## src/rtl/csr_win_pkg.sv

```systemverilog
package csr_win_pkg;

  // round v up to a multiple of 2**sh
  function automatic longint unsigned align_up(input longint unsigned v,
                                               input int unsigned sh);
    longint unsigned step;
    step = 64'd1 << sh;
    return ((v + step - 64'd1) >> sh) << sh;
  endfunction

  function automatic int unsigned umax(input int unsigned a, input int unsigned b);
    return (a > b) ? a : b;
  endfunction

endpackage

```

## src/rtl/csr_rst_sync.sv

```systemverilog
module csr_rst_sync (
  input  logic clk,
  input  logic rst_n,
  output logic rst_sync_n
);
  logic [1:0] stage_q;

  always_ff @(posedge clk or negedge rst_n) begin
    if (!rst_n) stage_q <= 2'b00;
    else        stage_q <= {stage_q[0], 1'b1};
  end

  assign rst_sync_n = stage_q[1];
endmodule

```

## src/rtl/csr_win_match.sv

```systemverilog
module csr_win_match #(
  parameter int unsigned       ADDR_W = 16,
  parameter int unsigned       AW     = 10,
  parameter logic [ADDR_W-1:0] BASE   = '0
) (
  input  logic [ADDR_W-1:0] addr_i,
  output logic              hit_o,
  output logic [ADDR_W-1:0] offset_o
);
  generate
    if (AW >= ADDR_W) begin : g_full
      assign hit_o    = 1'b1;
      assign offset_o = addr_i;
    end else begin : g_part
      localparam int unsigned HI_W = ADDR_W - AW;
      localparam logic [HI_W-1:0] TAG = BASE[ADDR_W-1:AW];
      // upper bits select the window, lower bits pass through
      assign hit_o    = (addr_i[ADDR_W-1:AW] == TAG);
      assign offset_o = {{HI_W{1'b0}}, addr_i[AW-1:0]};
    end
  endgenerate
endmodule

```

## src/rtl/csr_rd_return.sv

```systemverilog
module csr_rd_return #(
  parameter int unsigned N_SUB  = 3,
  parameter int unsigned DATA_W = 8
) (
  input  logic                    clk,
  input  logic                    rst_n,
  input  logic [N_SUB-1:0]        rd_stb_i,
  input  logic [N_SUB*DATA_W-1:0] sub_data_i,
  output logic [DATA_W-1:0]       r_data_o
);
  logic [N_SUB-1:0] sel_q;
  logic [N_SUB-1:0] sel_d;
  logic             sel_en;

  // next state: capture the strobed entry, clear after an idle cycle
  always_comb begin
    sel_d  = rd_stb_i;
    sel_en = (|rd_stb_i) | (|sel_q);
  end

  always_ff @(posedge clk or negedge rst_n) begin
    if (!rst_n)      sel_q <= '0;
    else if (sel_en) sel_q <= sel_d;
  end

  always_comb begin
    r_data_o = '0;
    for (int i = 0; i < int'(N_SUB); i++) begin
      if (sel_q[i]) r_data_o = r_data_o | sub_data_i[i*DATA_W +: DATA_W];
    end
  end
endmodule

```

## src/rtl/csr_window_decoder.sv

```systemverilog
module csr_window_decoder #(
  parameter int unsigned           ADDR_W    = 16,
  parameter int unsigned           DATA_W    = 8,
  parameter int unsigned           N_SUB     = 3,
  parameter logic [N_SUB*8-1:0]    SUB_AW    = {8'd8,  8'd10, 8'd10},
  parameter logic [N_SUB*8-1:0]    SUB_ALIGN = {8'd12, 8'd0,  8'd0},
  parameter logic [N_SUB*8-1:0]    SUB_DW    = {8'd8,  8'd8,  8'd8}
) (
  input  logic                    clk,
  input  logic                    rst_n,
  input  logic [ADDR_W-1:0]       bus_addr,
  input  logic                    bus_r_stb,
  input  logic                    bus_w_stb,
  input  logic [DATA_W-1:0]       bus_w_data,
  output logic [DATA_W-1:0]       bus_r_data,
  output logic [N_SUB*ADDR_W-1:0] sub_addr,
  output logic [N_SUB-1:0]        sub_r_stb,
  output logic [N_SUB-1:0]        sub_w_stb,
  output logic [DATA_W-1:0]       sub_w_data,
  input  logic [N_SUB*DATA_W-1:0] sub_r_data
);
  import csr_win_pkg::*;

  // base address of entry idx, walking the table in order
  function automatic longint unsigned base_of(input int unsigned idx);
    longint unsigned cur;
    longint unsigned res;
    int unsigned     aw;
    int unsigned     al;
    cur = 64'd0;
    res = 64'd0;
    for (int unsigned i = 0; i < N_SUB; i++) begin
      aw  = 32'(SUB_AW[i*8 +: 8]);
      al  = 32'(SUB_ALIGN[i*8 +: 8]);
      cur = align_up(cur, umax(aw, al));
      if (i == idx) res = cur;
      cur = cur + (64'd1 << aw);
    end
    return res;
  endfunction

  localparam longint unsigned SPACE = 64'd1 << ADDR_W;

  logic             rst_int_n;
  logic [N_SUB-1:0] hit;

  csr_rst_sync u_rst (
    .clk       (clk),
    .rst_n     (rst_n),
    .rst_sync_n(rst_int_n)
  );

  generate
    for (genvar g = 0; g < int'(N_SUB); g++) begin : g_win
      localparam int unsigned     AW_G   = 32'(SUB_AW[g*8 +: 8]);
      localparam int unsigned     DW_G   = 32'(SUB_DW[g*8 +: 8]);
      localparam longint unsigned BASE_G = base_of(g);

      if (DW_G != DATA_W) begin : g_bad_dw
        $error("entry %0d data width %0d differs from decoder width %0d", g, DW_G, DATA_W);
      end
      if (AW_G == 0 || AW_G > ADDR_W) begin : g_bad_aw
        $error("entry %0d address width %0d out of range", g, AW_G);
      end
      if (BASE_G + (64'd1 << AW_G) > SPACE) begin : g_bad_fit
        $error("entry %0d window runs past the address space", g);
      end

      csr_win_match #(
        .ADDR_W(ADDR_W),
        .AW    (AW_G),
        .BASE  (ADDR_W'(BASE_G))
      ) u_match (
        .addr_i  (bus_addr),
        .hit_o   (hit[g]),
        .offset_o(sub_addr[g*ADDR_W +: ADDR_W])
      );
    end
  endgenerate

  assign sub_r_stb  = hit & {N_SUB{bus_r_stb}};
  assign sub_w_stb  = hit & {N_SUB{bus_w_stb}};
  assign sub_w_data = bus_w_data;

  csr_rd_return #(
    .N_SUB (N_SUB),
    .DATA_W(DATA_W)
  ) u_ret (
    .clk       (clk),
    .rst_n     (rst_int_n),
    .rd_stb_i  (sub_r_stb),
    .sub_data_i(sub_r_data),
    .r_data_o  (bus_r_data)
  );
endmodule

```

## config.mk

```make
export PLATFORM = sky130hd
export DESIGN_NAME = csr_window_decoder
export DESIGN_NICKNAME = d
export VERILOG_FILES = /design/src/rtl/csr_win_pkg.sv /design/src/rtl/csr_rst_sync.sv /design/src/rtl/csr_win_match.sv /design/src/rtl/csr_rd_return.sv /design/src/rtl/csr_window_decoder.sv
export SDC_FILE = /design/constraint.sdc
export NUM_CORES = 1
export LEC_CHECK = 0
export ABC_AREA = 1
export BUFFER_PORTS_ARGS = -buffer_cell sky130_fd_sc_hd__buf_2
export CAP_MARGIN = 0
export CORE_ASPECT_RATIO = 0.75
export CORE_MARGIN = 5
export CORE_UTILIZATION = 27
export CTS_CLUSTER_SIZE = 8
export DETAILED_ROUTE_END_ITERATION = 6
export GPL_TIMING_DRIVEN = 0
export MAX_ROUTING_LAYER = met4
export PLACE_DENSITY = 0.75
export SETUP_SLACK_MARGIN = 0.4
export SLEW_MARGIN = 30
export SYNTH_ARGS = -nofsm -noshare
export SYNTH_HDL_FRONTEND = slang
export SYNTH_HIERARCHICAL = 1
export SYNTH_SLANG_ARGS = --single-unit
```

## constraint.sdc

```tcl
create_clock -name clk -period 0.8 [get_ports clk]
set_clock_uncertainty 0.1 [all_clocks]
set_input_delay 0.04 -clock clk [delete_from_list [all_inputs] [get_ports clk]]
set_output_delay 0.04 -clock clk [all_outputs]
set_load 0.02 [all_outputs]
```

# Word level (Yosys, flattened, before mapping)
# Cells that the tools add are included.
[totals] register_bits=5 in_bits=52 output_inout_bits=70 elab_cells=15
[classes] n_eq_ne=2 muxes=3 bitwise=5 n_reduce_logical=3
[ops] op="$mux W8" count=3
[ops] op="$or A8 B8 Y8" count=2
[ops] op="$eq A8 B5 Y1 const B" count=1
[ops] op="$and A3 B3 Y3" count=2
[ops] op="$eq A6 B1 Y1 const B" count=1
[ops] op="$logic_not A6 Y1" count=1
[ops] op="$reduce_or A3 Y1" count=2
[ops] op="$or A1 B1 Y1" count=1

# Longest topological paths before layout
[logic_depth] ltp_word=5 mapped_depth=7 depth_no_buf=6

# By module
# Netlist, hierarchy kept.
[by_module_without_submodules] module="csr_rd_return" instances=1 cells_each=41 area_each_um2=231.5 seq_area_each_um2=75.1
[by_module_without_submodules] module="csr_win_match (g_win[2].u_match)" instances=1 cells_each=25 area_each_um2=153.9 seq_area_each_um2=0.0
[by_module_without_submodules] module="csr_win_match (g_win[1].u_match)" instances=1 cells_each=23 area_each_um2=148.9 seq_area_each_um2=0.0
[by_module_without_submodules] module="csr_win_match (g_win[0].u_match)" instances=1 cells_each=22 area_each_um2=145.1 seq_area_each_um2=0.0
[by_module_without_submodules] module="csr_window_decoder" instances=1 cells_each=20 area_each_um2=105.1 seq_area_each_um2=0.0
[by_module_without_submodules] module="csr_rst_sync" instances=1 cells_each=3 area_each_um2=53.8 seq_area_each_um2=50.0

# Worst setup path after synthesis
# No wires, ideal clock.
[synth_timing] path_type="register to output" startpoint="register u_ret.sel_q[2]" endpoint="output bus_r_data[6]" t_arrival_ns=0.735 slack_ns=-0.075 path_stages_with_launch=4 cell_sequence="dfrtp_1 -> clkbuf_2 -> nand2_1 -> nand3_1"
[synth_via] elab_chain_cells=1
[synth_lines] item="from (decl)" line="csr_rd_return.sv:11" source="logic [N_SUB-1:0] sel_q;"
[synth_lines] item="from (signal assigned)" line="csr_rd_return.sv:23" source="else if (sel_en) sel_q <= sel_d;"
[synth_lines] item="$mux W8" line="csr_rd_return.sv:29" source="if (sel_q[i]) r_data_o = r_data_o | sub_data_i[i*DATA_W +: DATA_W];"
[synth_lines] item="to (decl)" line="csr_window_decoder.sv:15" source="output logic [DATA_W-1:0] bus_r_data,"
# Every way passes these cells.

# Worst setup path in the final report
[layout_timing] startpoint="register u_ret.sel_q[0]" endpoint="output bus_r_data[0]"
[layout_via] elab_chain_cells=5
[layout_lines] item="$mux W8 *" line="csr_rd_return.sv:29"
[layout_lines] item="$or A8 B8 Y8" line="csr_rd_return.sv:29"
[layout_lines] item="$mux W8 *" line="csr_rd_return.sv:29"
[layout_lines] item="$or A8 B8 Y8" line="csr_rd_return.sv:29"
[layout_lines] item="$mux W8 *" line="csr_rd_return.sv:29"
# Every way passes the cells marked *; elsewhere a longest branch is shown, timed or not.

==> metrics.txt <==
Worst EP arrival 1.05 ns; CTS Hold Bufs 1; Worst Setup End Kind output port; final setup vio count 14; wire length on met3 289 um; DRC 0; number of diodes 0; Netlist cell types 12; final hold violation count 3; Clock Power Share 26.9%; CTS sink count 5; failing checks negative hold slack, negative setup slack; Peak VDD IR 0.824 mV; wire per inst 13.3 um; area leader, netlist buf_4; Layout Nets 299; post-synthesis cell area 838 um2; I/O Buffers 85; register area share after synthesis 14.9%; leak pwr 1.33 nW; P_sw 0.546 mW; part of the power in registers 15.5%; Final Power 1.71 mW; Die X 74.3 um; period utilisation layout 149%; Synth Instances 134; DP Area 0.00156 mm2; die area 0.00433 mm2; CTS tree built; CTS Buf Count 3; Post-synth EDFFs 0; outcome finished, violations left; share of the synthesized area in the top cell type 50.1%; worst setup path class flip-flop to output port; routed wl met2 2.51 mm; layout cells sized above 1 84.6%; MaxCap Viol Count 0; most numerous cell in the Yosys netlist buf_4; hold slack final -0.0640 ns; pwr dens 730 mW/mm2; worst-skew pair later-pin latency 0.22 ns; Hold Path Class flip-flop to async pin; crit path setup slack, layout -0.389 ns; Comb power frac 57.6%; R2R Setup Slk 0.24 ns; Main synth FF type dfrtp_1; Period minus WS final 1.19 ns; Max Clock Freq 841 MHz; R2R Path Start u_rst/stage_q[0]$_DFF_PN0_; largest net degree at the start of global routing 9; FF+latch count, synth 5; vias in the first global route 1130; Final GP Congestion 0.690; asr flop ratio synth 100%; Int Pwr 1.16 mW; cells on worst reg2reg path 0; first-pass GRT wire length 5.33 mm; RSZ-0062 raised after global routing yes; I/O pins 122; uppermost layer routed met4; R2R Path End u_rst/stage_q[1]$_DFF_PN0_; Initial Util 28.4%; fill cell count 212; Sw Share 32.0%; Routed Wire Length 3.79 mm; DR vias/cell 3.82; Setup TNS Final -3.38 ns; Post-Layout Inst Area 0.00234 mm2; Final Max Tran Viols 0; H-tree Lvls 1; initial antenna violation count 0; Synth top cells by count 56 x buf_4, 35 x nand2_1, 10 x nor2_1, 8 x inv_1, 8 x nand3_1; Longest Clk Path Bufs 2; syn avg cell area 6.26 um2; P&R area growth vs syn 179%; HPWL after DPL 2.41 mm; total track usage 16.6%; Synth warnings 6; Rows 17; root buf cell clkbuf_8; Synth area leaders buf_4 50%, nand2_1 16%, dfrtp_1 15%; CP required 0.66 ns; worst-path fanout max 8; Final ANT Viol Nets 0; critical path launch point type flip-flop; Initial DRC Count 15; Core Area 0.00296 mm2; Die Ht 58.3 um; vias 1084; grt total ovfl 0; drt first pass iters 2; Met1 Wirelength 935 um; Reg clk slew, reported paths 0.03 ns
[final cells by class]
cell class	instances	area (um2)	area share, %
Inverter	8	30.0	1.28
Clock buffer	4	45.0	1.93
Sequential cell	5	125	5.35
Timing Repair Buffer	91	886	37.9
Buffer	62	633	27.1
Multi-Input combinational cell	76	571	24.4
Tap cell	38	47.5	2.03
[worst max-delay path, cell delays in order, from the launching register on]
cell,delay [ns]
dfrtp_1,0.38
clkbuf_16,0.19
nand2_4,0.07
nand3_4,0.07
buf_6,0.13
[power groups by stage]
stage                     Clock, mW  Sequential (mW)  Combinational, mW
after floorplan                   0            0.266              0.461
final                         0.459            0.264              0.984
after CTS                     0.467            0.264              0.940
after detailed placement          0            0.267              0.667
after global placement            0            0.266              0.660
after global routing          0.491            0.265               1.03
[through the flow]
step / util, % / worst slack [ns] / instances
final: 79.1 / -0.389 / 284
after global routing: 79.1 / -0.417 / 284
after CTS: 77.5 / -0.397 / 283
after detailed placement: 52.9 / -0.196 / 274
after global placement: 52.9 / -0.193 / 274
after floorplan: - / -0.0194 / 151
[sequential cells by signal (all words and copies together), names as in the netlist]
signal / count
u_ret/sel_q: 3
u_rst/stage_q: 2
[cell usage in the layout, fill, tap and decap left out]
| cell | count |
|---|---|
| conb_1 | 21 |
| clkbuf_16 | 1 |
| nor2_4 | 7 |
| nand2_2 | 23 |
| dfrtp_1 | 5 |
| buf_4 | 20 |
| buf_6 | 95 |
| dlygate4sd3_1 | 1 |
| nand2_1 | 4 |
| clkbuf_1 | 2 |
| nor2_2 | 1 |
| buf_2 | 27 |
| inv_1 | 1 |
| clkbuf_8 | 3 |
| nand3_4 | 8 |
| inv_2 | 7 |
| nand2_4 | 8 |
| or2_1 | 1 |
| buf_8 | 7 |
| buf_12 | 1 |
| nor2_1 | 3 |
[how the worst max path moves through the flow]
| stage | endpoint | slack (ns) | depth (start not counted) | startpoint |
|---|---|---|---|---|
| CTS | bus_r_data[3] | -0.40 | 4 | u_ret/sel_q[0]$_DFFE_PN0P_ |
| floorplan | bus_r_data[0] | -0.02 | 3 | u_ret/sel_q[0]$_DFFE_PN0P_ |
| finish | bus_r_data[0] | -0.39 | 4 | u_ret/sel_q[0]$_DFFE_PN0P_ |
| global route | bus_r_data[0] | -0.42 | 4 | u_ret/sel_q[0]$_DFFE_PN0P_ |
| detailed placement | bus_r_data[3] | -0.20 | 4 | u_ret/sel_q[1]$_DFFE_PN0P_ |
| global placement | bus_r_data[0] | -0.19 | 4 | u_ret/sel_q[1]$_DFFE_PN0P_ |
[layer usage]
layer / GRT usage [%] / vias to the layer above
li1: - / 539
met1: 13.1 / 491
met2: 37.0 / 48
met3: 3.99 / 6
met4: 3.05 / 0
met5: - / -
[repair_timing]
item	CTS	global route
setup buffers	4	1
endpoints found under the setup margin	54	22
pin swaps	18	12
cloned	0	0
endpoints found under the hold margin	5	3
gates resized for setup	183	12
[cells by family (layout without fill, tap and decap cells)]
family                 after synthesis  after routing  share of synthesized area (%)
AND/OR/NAND/NOR                     55             55                           26.4
buffers and inverters               70            165                           56.9
other                                4             21                           1.79
flip-flops                           5              5                           14.9
No activity file was read; power rests on OpenSTA's default activity.
